**src/rtl/sg_walker_pkg.sv**
```systemverilog
package sg_walker_pkg;
  localparam int DESC_W   = 32;
  localparam int PAGE_SH  = 12;
  localparam int FIELD_W  = DESC_W - PAGE_SH;
  localparam int OFFS_W   = 6;

  typedef enum logic [1:0] {
    ACT_NOP    = 2'b00,
    ACT_SETLEN = 2'b01,
    ACT_XFER   = 2'b10,
    ACT_LINK   = 2'b11
  } act_e;

  typedef enum logic [2:0] {
    ST_IDLE, ST_FETCH, ST_DECODE, ST_XFER, ST_CHECK
  } state_e;

  typedef struct packed {
    logic [FIELD_W-1:0] field;
    logic [OFFS_W-1:0]  offs;
    act_e               act;
    logic               rsvd;
    logic               irq;
    logic               last;
    logic               valid;
  } desc_t;
endpackage

```
**src/rtl/sg_desc_decode.sv**
```systemverilog
module sg_desc_decode
  import sg_walker_pkg::*;
#(
  parameter int LEN_W = 16
) (
  input  logic [DESC_W-1:0] word_i,
  output desc_t             desc_o,
  output logic [DESC_W-1:0] page_addr_o,
  output logic [LEN_W-1:0]  len_o,
  output logic              misalign_o
);
  always_comb begin
    desc_o      = desc_t'(word_i);
    page_addr_o = {desc_o.field, {PAGE_SH{1'b0}}};
    len_o       = desc_o.field[LEN_W-1:0];
    misalign_o  = |desc_o.offs;
  end
endmodule

```
**src/rtl/sg_len_track.sv**
```systemverilog
module sg_len_track #(
  parameter int LEN_W  = 16,
  parameter int BSZ_W  = 12,
  parameter int BCNT_W = 16,
  parameter int TOT_W  = 32
) (
  input  logic              clk_i,
  input  logic              rst_ni,
  input  logic              clear_i,
  input  logic              load_i,
  input  logic              consume_i,
  input  logic [LEN_W-1:0]  len_i,
  input  logic [BSZ_W-1:0]  blk_size_i,
  input  logic [BCNT_W-1:0] blk_cnt_i,
  output logic              pend_o,
  output logic [LEN_W-1:0]  seg_len_o,
  output logic              len_bad_o,
  output logic              total_ok_o
);
  logic [TOT_W-1:0] total_q;
  logic [LEN_W-1:0] rem;
  logic [TOT_W-1:0] expect_tot;

  always_comb begin
    rem        = (blk_size_i == '0) ? '0 : (len_i % LEN_W'(blk_size_i));
    len_bad_o  = (blk_size_i == '0) || (len_i == '0) || (rem != '0);
    expect_tot = TOT_W'(blk_size_i) * TOT_W'(blk_cnt_i);
    total_ok_o = (total_q == expect_tot);
  end

  always_ff @(posedge clk_i or negedge rst_ni) begin
    if (!rst_ni) begin
      total_q   <= '0;
      pend_o    <= 1'b0;
      seg_len_o <= '0;
    end else if (clear_i) begin
      total_q   <= '0;
      pend_o    <= 1'b0;
      seg_len_o <= '0;
    end else if (load_i) begin
      total_q   <= total_q + TOT_W'(len_i);
      pend_o    <= 1'b1;
      seg_len_o <= len_i;
    end else if (consume_i) begin
      pend_o    <= 1'b0;
    end
  end


  consume_pending_chk: assert property (@(posedge clk_i) disable iff (!rst_ni)
    consume_i |-> pend_o);


  load_multiple_chk: assert property (@(posedge clk_i) disable iff (!rst_ni)
    load_i |=> pend_o && (seg_len_o != '0));
endmodule

```
**src/rtl/sg_chain_walker.sv**
```systemverilog
module sg_chain_walker
  import sg_walker_pkg::*;
#(
  parameter int LEN_W     = 16,
  parameter int BSZ_W     = 12,
  parameter int BCNT_W    = 16,
  parameter int TOT_W     = 32,
  parameter int DESC_STEP = 4
) (
  input  logic              clk_i,
  input  logic              rst_ni,
  input  logic [1:0]        dma_sel_i,
  input  logic              dma_en_i,
  input  logic              start_i,
  input  logic [DESC_W-1:0] desc_base_i,
  input  logic [BSZ_W-1:0]  blk_size_i,
  input  logic [BCNT_W-1:0] blk_cnt_i,
  output logic              mem_req_o,
  output logic [DESC_W-1:0] mem_addr_o,
  input  logic              mem_rvalid_i,
  input  logic [DESC_W-1:0] mem_rdata_i,
  output logic              seg_req_o,
  output logic [DESC_W-1:0] seg_addr_o,
  output logic [LEN_W-1:0]  seg_len_o,
  input  logic              seg_done_i,
  output logic              busy_o,
  output logic              done_o,
  output logic              irq_o,
  output logic              dma_err_o,
  output logic              len_err_o,
  output logic [DESC_W-1:0] err_addr_o
);
  localparam logic [1:0] SEL_CHAIN = 2'b01;
  localparam logic [DESC_W-1:0] STEP = DESC_W'(DESC_STEP);

  state_e            state_q;
  logic [DESC_W-1:0] ptr_q, word_q, seg_addr_q, err_addr_q;
  logic              done_q, irq_q, derr_q, lerr_q;

  desc_t             dec;
  logic [DESC_W-1:0] page_addr;
  logic [LEN_W-1:0]  dec_len;
  logic              misalign;
  logic              pend, len_bad, total_ok;
  logic              go, fault, ld_len, consume;

  sg_desc_decode #(.LEN_W(LEN_W)) i_decode (
    .word_i      (word_q),
    .desc_o      (dec),
    .page_addr_o (page_addr),
    .len_o       (dec_len),
    .misalign_o  (misalign)
  );

  always_comb begin
    go      = (state_q == ST_IDLE) && start_i && (dma_sel_i == SEL_CHAIN) && dma_en_i;
    fault   = !dec.valid
            || (dec.act == ACT_SETLEN && len_bad)
            || (dec.act == ACT_XFER && (!pend || misalign));
    ld_len  = (state_q == ST_DECODE) && !fault && (dec.act == ACT_SETLEN);
    consume = (state_q == ST_XFER) && seg_done_i;
  end

  sg_len_track #(
    .LEN_W(LEN_W), .BSZ_W(BSZ_W), .BCNT_W(BCNT_W), .TOT_W(TOT_W)
  ) i_len (
    .clk_i      (clk_i),
    .rst_ni     (rst_ni),
    .clear_i    (go),
    .load_i     (ld_len),
    .consume_i  (consume),
    .len_i      (dec_len),
    .blk_size_i (blk_size_i),
    .blk_cnt_i  (blk_cnt_i),
    .pend_o     (pend),
    .seg_len_o  (seg_len_o),
    .len_bad_o  (len_bad),
    .total_ok_o (total_ok)
  );

  always_ff @(posedge clk_i or negedge rst_ni) begin
    if (!rst_ni) begin
      state_q    <= ST_IDLE;
      ptr_q      <= '0;
      word_q     <= '0;
      seg_addr_q <= '0;
      err_addr_q <= '0;
      done_q     <= 1'b0;
      irq_q      <= 1'b0;
      derr_q     <= 1'b0;
      lerr_q     <= 1'b0;
    end else begin
      done_q <= 1'b0;
      irq_q  <= 1'b0;
      unique case (state_q)
        ST_IDLE: if (go) begin
          ptr_q      <= desc_base_i;
          derr_q     <= 1'b0;
          lerr_q     <= 1'b0;
          err_addr_q <= '0;
          state_q    <= ST_FETCH;
        end
        ST_FETCH: if (mem_rvalid_i) begin
          word_q  <= mem_rdata_i;
          state_q <= ST_DECODE;
        end
        ST_DECODE: begin
          if (fault) begin
            derr_q     <= 1'b1;
            err_addr_q <= ptr_q;
            state_q    <= ST_IDLE;
          end else if (dec.act == ACT_XFER) begin
            seg_addr_q <= page_addr;
            state_q    <= ST_XFER;
          end else if (dec.last) begin
            state_q <= ST_CHECK;
          end else begin
            ptr_q   <= (dec.act == ACT_LINK) ? page_addr : ptr_q + STEP;
            state_q <= ST_FETCH;
          end
        end
        ST_XFER: if (seg_done_i) begin
          irq_q <= dec.irq;
          if (dec.last) state_q <= ST_CHECK;
          else begin
            ptr_q   <= ptr_q + STEP;
            state_q <= ST_FETCH;
          end
        end
        ST_CHECK: begin
          done_q  <= 1'b1;
          lerr_q  <= !total_ok;
          state_q <= ST_IDLE;
        end
        default: state_q <= ST_IDLE;
      endcase
    end
  end

  assign mem_req_o  = (state_q == ST_FETCH);
  assign mem_addr_o = ptr_q;
  assign seg_req_o  = (state_q == ST_XFER);
  assign seg_addr_o = seg_addr_q;
  assign busy_o     = (state_q != ST_IDLE);
  assign done_o     = done_q;
  assign irq_o      = irq_q;
  assign dma_err_o  = derr_q;
  assign len_err_o  = lerr_q;
  assign err_addr_o = err_addr_q;


  start_gate_chk: assert property (@(posedge clk_i) disable iff (!rst_ni)
    $rose(busy_o) |-> ($past(dma_sel_i) == SEL_CHAIN) && $past(dma_en_i));


  seg_hold_chk: assert property (@(posedge clk_i) disable iff (!rst_ni)
    seg_req_o && !seg_done_i |=> seg_req_o && $stable(seg_addr_o) && $stable(seg_len_o));


  seg_aligned_chk: assert property (@(posedge clk_i) disable iff (!rst_ni)
    seg_req_o |-> (seg_addr_o[PAGE_SH-1:0] == '0));


  seg_len_armed_chk: assert property (@(posedge clk_i) disable iff (!rst_ni)
    seg_req_o |-> (seg_len_o != '0));


  done_pulse_chk: assert property (@(posedge clk_i) disable iff (!rst_ni)
    done_o |=> !done_o && !busy_o);


  err_stop_chk: assert property (@(posedge clk_i) disable iff (!rst_ni)
    $rose(dma_err_o) |-> !done_o && !busy_o);
endmodule

```
**config.mk**
```make
export PLATFORM = sky130hd
export DESIGN_NAME = sg_chain_walker
export DESIGN_NICKNAME = d
export VERILOG_FILES = /design/src/rtl/sg_walker_pkg.sv /design/src/rtl/sg_desc_decode.sv /design/src/rtl/sg_len_track.sv /design/src/rtl/sg_chain_walker.sv
export SDC_FILE = /design/constraint.sdc
export NUM_CORES = 1
export LEC_CHECK = 0
export BUFFER_PORTS_ARGS = -buffer_cell sky130_fd_sc_hd__buf_2
export CORE_MARGIN = 1.5
export CORE_UTILIZATION = 62
export DETAILED_ROUTE_END_ITERATION = 10
export PLACE_DENSITY = 0.84
export RECOVER_POWER = 100
export REMOVE_ABC_BUFFERS = 1
export SLEW_MARGIN = 20
export SYNTH_ARGS = -nofsm -noshare
export SYNTH_HDL_FRONTEND = slang
export SYNTH_SLANG_ARGS = --single-unit
export TNS_END_PERCENT = 5
```
**constraint.sdc**
```tcl
create_clock -name clk_i -period 31.9 [get_ports clk_i]
set_input_delay 3.19 -clock clk_i [delete_from_list [all_inputs] [get_ports clk_i]]
set_output_delay 3.19 -clock clk_i [all_outputs]
set_load 0.005 [all_outputs]
```
# Word-level counts from Yosys, hierarchy flattened
# Index checks and enable logic that the tools add are counted.
# totals
register_bits	172
out_inout_bits	119
wordCells	101
# classes
addsub	2
mul	1
n_div	1
n_eq_ne	17
muxes	33
n_bitwise	1
n_reduce_logical	34
# op_table
operator	count
32-bit two-way mux	11
32-bit one-hot mux with 3 select lines	1
32-bit one-hot mux with 2 select lines	1
16-bit two-way mux	3
32-bit by 16-bit adder with 32-bit output	1
32-bit by 3-bit adder with 32-bit output, second input constant	1
32-bit by 28-bit equality test with 1-bit output	1
12-bit by 16-bit multiplier with 28-bit output	1
3-bit two-way mux	6
16-bit logical NOT	1
16-bit by 12-bit remainder unit with 16-bit output	1
16-bit nonzero test	1
12-bit logical NOT	1
2-bit inequality test, second input constant	6
3-bit one-hot mux with 4 select lines	1
3-bit AND reduction	3
3-bit nonzero test	3
1-bit logical AND	8
1-bit two-way mux	8
7-bit AND reduction	1
3-bit by 2-bit equality test with 1-bit output, second input constant	2
2-bit nonzero test	3
6-bit OR reduction	1
1-bit logical OR	5
other kinds (10)	18

# Longest topological paths before layout
# logic_depth
depth_word	12
mapped_depth	149
depth_no_buf	136

# Cells and area by module
# Synthesis repeated with hierarchy kept, for this count alone.
# hier_totals
hier_cells	2650
area_unflattened_um2	23118.4
# by_module_without_submodules
mod	instances	cells_per_inst	area_per_inst_um2
sg_len_track	1	2026	16269.4
sg_chain_walker	1	540	6231.0
sg_desc_decode	1	84	618.1

# Worst setup path before layout
# Ideal clock, no wire load.
# synth_path
kind	input port to flip-flop
startpoint	in blk_size_i[9]
endpoint	reg i_len.total_q[18]
arrival_ns	32.175
required_time_ns	31.751
slack_ns	-0.425
path_stages	135
n_path_buf	11
path_cell_list	or4_1 -> buf_2 -> nor2_1 -> a31oi_1 -> a31oi_1 -> ha_1 -> or2_2 -> and3_1 -> and2_1 -> nand3_1 -> nand2_1 -> ha_1 -> o211ai_1 -> a2111oi_4 -> mux2_2 -> ha_1 -> o211ai_1 -> nand3_1 -> (+99 left out) -> ha_1 -> nand2_1 -> nand2_1 -> a21oi_1 -> nor2b_1 -> o21a_1 -> o21a_1 -> o21a_1 -> o21ai_0 -> a21oi_1 -> or4_1 -> or4_4 -> o31ai_2 -> nand4_1 -> buf_4 -> buf_6 -> o311ai_1 -> o41ai_1
# synth_via
elab_chain_len	11
word_cells_on_any_way	13
# synth_lines
item	line	source
from (decl)	sg_chain_walker.sv:16	input logic [BSZ_W-1:0] blk_size_i,
16-bit by 12-bit remainder unit with 16-bit output / 12-bit logical NOT (equally long branches)	sg_len_track.sv:25, sg_len_track.sv:26	
16-bit two-way mux	sg_len_track.sv:25	rem = (blk_size_i == '0) ? '0 : (len_i % LEN_W'(blk_size_i));
16-bit nonzero test	sg_len_track.sv:26	len_bad_o = (blk_size_i == '0) || (len_i == '0) || (rem != '0);
1-bit logical OR (*)	sg_len_track.sv:26	
1-bit logical AND (*)	sg_chain_walker.sv:58	|| (dec.act == ACT_SETLEN && len_bad)
1-bit logical OR (*)	sg_chain_walker.sv:58	
1-bit logical OR (*)	sg_chain_walker.sv:59	|| (dec.act == ACT_XFER && (!pend || misalign));
1-bit logical NOT (*)	sg_chain_walker.sv:60	ld_len = (state_q == ST_DECODE) && !fault && (dec.act == ACT_SETLEN);
1-bit logical AND (*) (2 in a row)	sg_chain_walker.sv:60	
2-bit nonzero test (no source line) (*)	--	
to (signal assigned)	sg_len_track.sv:41	total_q <= total_q + TOT_W'(len_i);
to (decl)	sg_len_track.sv:20	logic [TOT_W-1:0] total_q;
# Mark *: on every way between the ends. The rest lies on a longest branch, timed or not.
# A chain may end at the register's enable or synchronous reset.

# Worst setup path after layout
# layout_path
startpoint	in blk_size_i[9]
endpoint	reg i_len.total_q[21]
# The elaborated chain is that of the path after synthesis.

==> impl_metrics.toml <==
[critical_path]
cp_max_fo = 17
critPathArrivalTime_ns = 31.51
cpMostUsedCell = "ha_1"
end_kind = "register"
cpMaxStageDelayCell = "or4_4"
cp-start-kind = "input pin"
max_stage_delay_ns = 0.59
path_class = "input pin to register"
cp.required_ns = 32.25

[die]
die_area_um2 = 36600
die_x_um = 191
num_io_pins = 219
core_area_um2 = 34700
initial_core_util_pct = 63.4
placementRows = 68
die_y_um = 191

[status]
status = "finished with violations"
violations = "capacitance limit, slew limit"

[layout]
seqCellArea_um2 = 4280
final_cells = 3458
drive_gt1_share_pct = 20.6
area_delta_synth_final_pct = 18.2
final_core_util_pct = 74.9
multi_input_area_um2 = 16700
n_fill_cell = 2468
layout.nets = 3440
final_area_um2 = 26000

[grt]
grt_overflow = 0
grtUsageMet2_pct = 62.4
globalRouteTotalUtil_pct = 37.5
use_met1_pct = 46.0
grt_pass1_vias = 21900
use_met3_pct = 7.18
antenna_found_initial = 5
grt_pass1_wl_um = 110000
busiest_layer = "met2"
grt_max_degree = 85

[clocking]
clk_path_buf_depth = 2
clk_pin_slew_ns = 0.09
numCtsBuffers = 17
cts_sinks = 171
cts.htree.levels = 4
insertion_delay_ns = 0.46
root_buffer = "clkbuf_16"
hold_buffers = 0
cts_tree = "built"

[sta]
fmax_mhz = 32.1
drv_slew = 258
clock_skew_ns = 0.0314
fin_crit_ns = 31.16
worst_pin_slew_ns = 4.46
setup_viol = 0
fin_ws_ns = 0.738
max-slew-margin-rel_pct = -197
period_share_pct = 97.7
hold_viol = 0

[routing]
wl_per_cell_um = 20.2
drtPass1Iterations = 8
drc = 0
vias = 21800
antenna_left = 0
totalWireLength_um = 69800
drt-initial-drc-count = 2050
avgViaCountPerCell = 6.31

[synthesis]
yosysUniqueCellTypes = 97
synthTopCellsByArea = "dfrtp_1 (19%), fa_1 (13%), ha_1 (12%)"
synth_top_area_share_pct = 19.4
ys_async_sr_fraction_pct = 100
synth_area_per_cell_um2 = 8.35
yosysTopAreaCell = "dfrtp_1"
ys.flop_type = "dfrtp_1"
ys_ff_latch = 171
syn-cell-area_um2 = 22000
syn-instance-count = 2634
yosysSeqAreaShare_pct = 19.4
synth_edf_count = 0
ys_warn_count = 0

[hold_path]
holdCritPathClass = "register to register"

[placed_design]
placed_cells = 3404
place_ws_ns = -0.472
gp_congestion = 0.988
postPlaceCellArea_um2 = 24800
place_hpwl_um = 51300
port_buffers = 205

[flow_run]
cap_violations = 5
## kinds of logic after synthesis
| group | Yosys count | share of synthesized area (%) |
|---|---|---|
| AND/OR/NAND/NOR | 887 | 21.1 |
| AO/OA/AOI/OAI | 618 | 18.1 |
| buffers and inverters | 387 | 7.00 |
| adder cells (fa/ha/maj) | 352 | 24.9 |
| flip-flops | 171 | 19.4 |
| XOR/XNOR | 133 | 5.29 |
| multiplexers | 85 | 4.19 |
| other | 1 | 0.0170 |
## cell usage in the layout (no fill, tap or decap), types with 10 or more instances in the layout
cell,netlist,routed
nand2_1,230,228
o211ai_1,19,19
and2_1,203,202
buf_2,7,134
o21ai_0,182,174
xor2_1,45,45
and3_1,21,21
fa_1,142,142
a21oi_1,122,101
clkbuf_16,0,19
o21bai_1,10,10
a31oi_1,26,24
dfrtp_1,171,171
ha_1,210,204
clkbuf_1,95,73
a21oi_2,1,21
nand2b_1,15,15
o21ai_1,25,30
nand3_1,72,71
a21o_1,47,46
nor3_1,52,49
nor4_1,16,14
nor2b_1,19,19
buf_4,15,233
a221oi_1,13,12
nand4_1,18,18
conb_1,1,12
or3_1,19,18
mux2_2,57,56
o31ai_1,28,24
mux2i_1,28,25
or2_2,33,32
nor2_1,135,131
a22oi_1,10,10
o21a_1,35,32
inv_1,261,260
xnor2_1,88,87
## cell type report
class	instances	share of cell area, %
Clock buffer	17	1.64
Multi-Input combinational cell	2088	64.3
Antenna cell	2	0.0192
Sequential cell	171	16.5
Inverter	261	3.77
Tap cell	455	2.19
Clock inverter	15	0.722
Timing Repair Buffer	449	10.9
## path summary, 6_finish.rpt
path / end / depth (start not counted) / from / slack (ns)
worst max-delay path: i_len.total_q[21] / 137 / blk_size_i[9] / 0.74
worst min-delay path: seg_addr_o[22] / 2 / seg_addr_o[22] / 0.48
worst max register to register: i_len.total_q[21] / 135 / word_q[27] / 3.42
worst min register to register: seg_addr_o[22] / 2 / seg_addr_o[22] / 0.48
max in group asynchronous: word_q[2] / 3 / rst_ni / 21.47
min in group asynchronous: len_err_o / 1 / rst_ni / 3.50
## per-stage QoR
step | hold slack, ns | TNS [ns]
2_1_floorplan | 0.459 | -192.78
3_3_place_gp | 0.456 | 0
3_5_place_dp | 0.468 | -34.06
4_1_cts | 0.488 | 0
5_1_grt | 0.522 | -30.67
6_report | 0.483 | 0
## critical path, delay by kind of cell
kind / cells / cell delay, ns
and+or+nand+nor: 45 / 8.59
AOI/OAI and AO/OA: 48 / 9.58
adders and majority gates: 15 / 4.37
buffers and inverters: 21 / 3.24
muxes: 7 / 2.36
xor gates and xnor gates: 1 / 0.08
## timing repair
item	4_1_cts	5_1_grt
setup buffers	0	17
pin swaps	0	32
resized for setup	3	106
gates cloned	0	3
setup endpoints to repair	94	114
## flip-flops by register name (all words and copies together), names as in the netlist, 3 cells and up
signal,count
err_addr_o,32
i_len.seg_len_o,16
i_len.total_q,32
mem_addr_o,32
seg_addr_o,20
state_q,3
word_q,31
## synth_stat cells, drive strengths merged, types with 13 or more instances
library cell / number
mux2: 57
buf: 31
o211ai: 20
nand2b: 16
a221oi: 16
a21oi: 123
o31ai: 29
and2: 204
ha: 210
nor3b: 13
clkbuf: 95
nand4: 18
and3: 21
fa: 142
nor2b: 19
mux2i: 28
nor2: 136
or2: 34
xor2: 45
nand3: 72
nand2: 232
o21ai: 208
or3: 20
dfrtp: 171
a211oi: 14
xnor2: 88
inv: 261
a31oi: 26
nor4: 17
a21o: 47
o21a: 35
nor3: 59
## per-layer routing
layer | vias up | share of wire, %
met3 | 353 | 9.0
met5 | - | 0.047
met4 | 6 | 5.4
met2 | 1216 | 47
li1 | 9787 | -
met1 | 10500 | 38
Power is not shown: default switching activity piles up to over one toggle a cycle in this logic, so the estimate is an artifact.
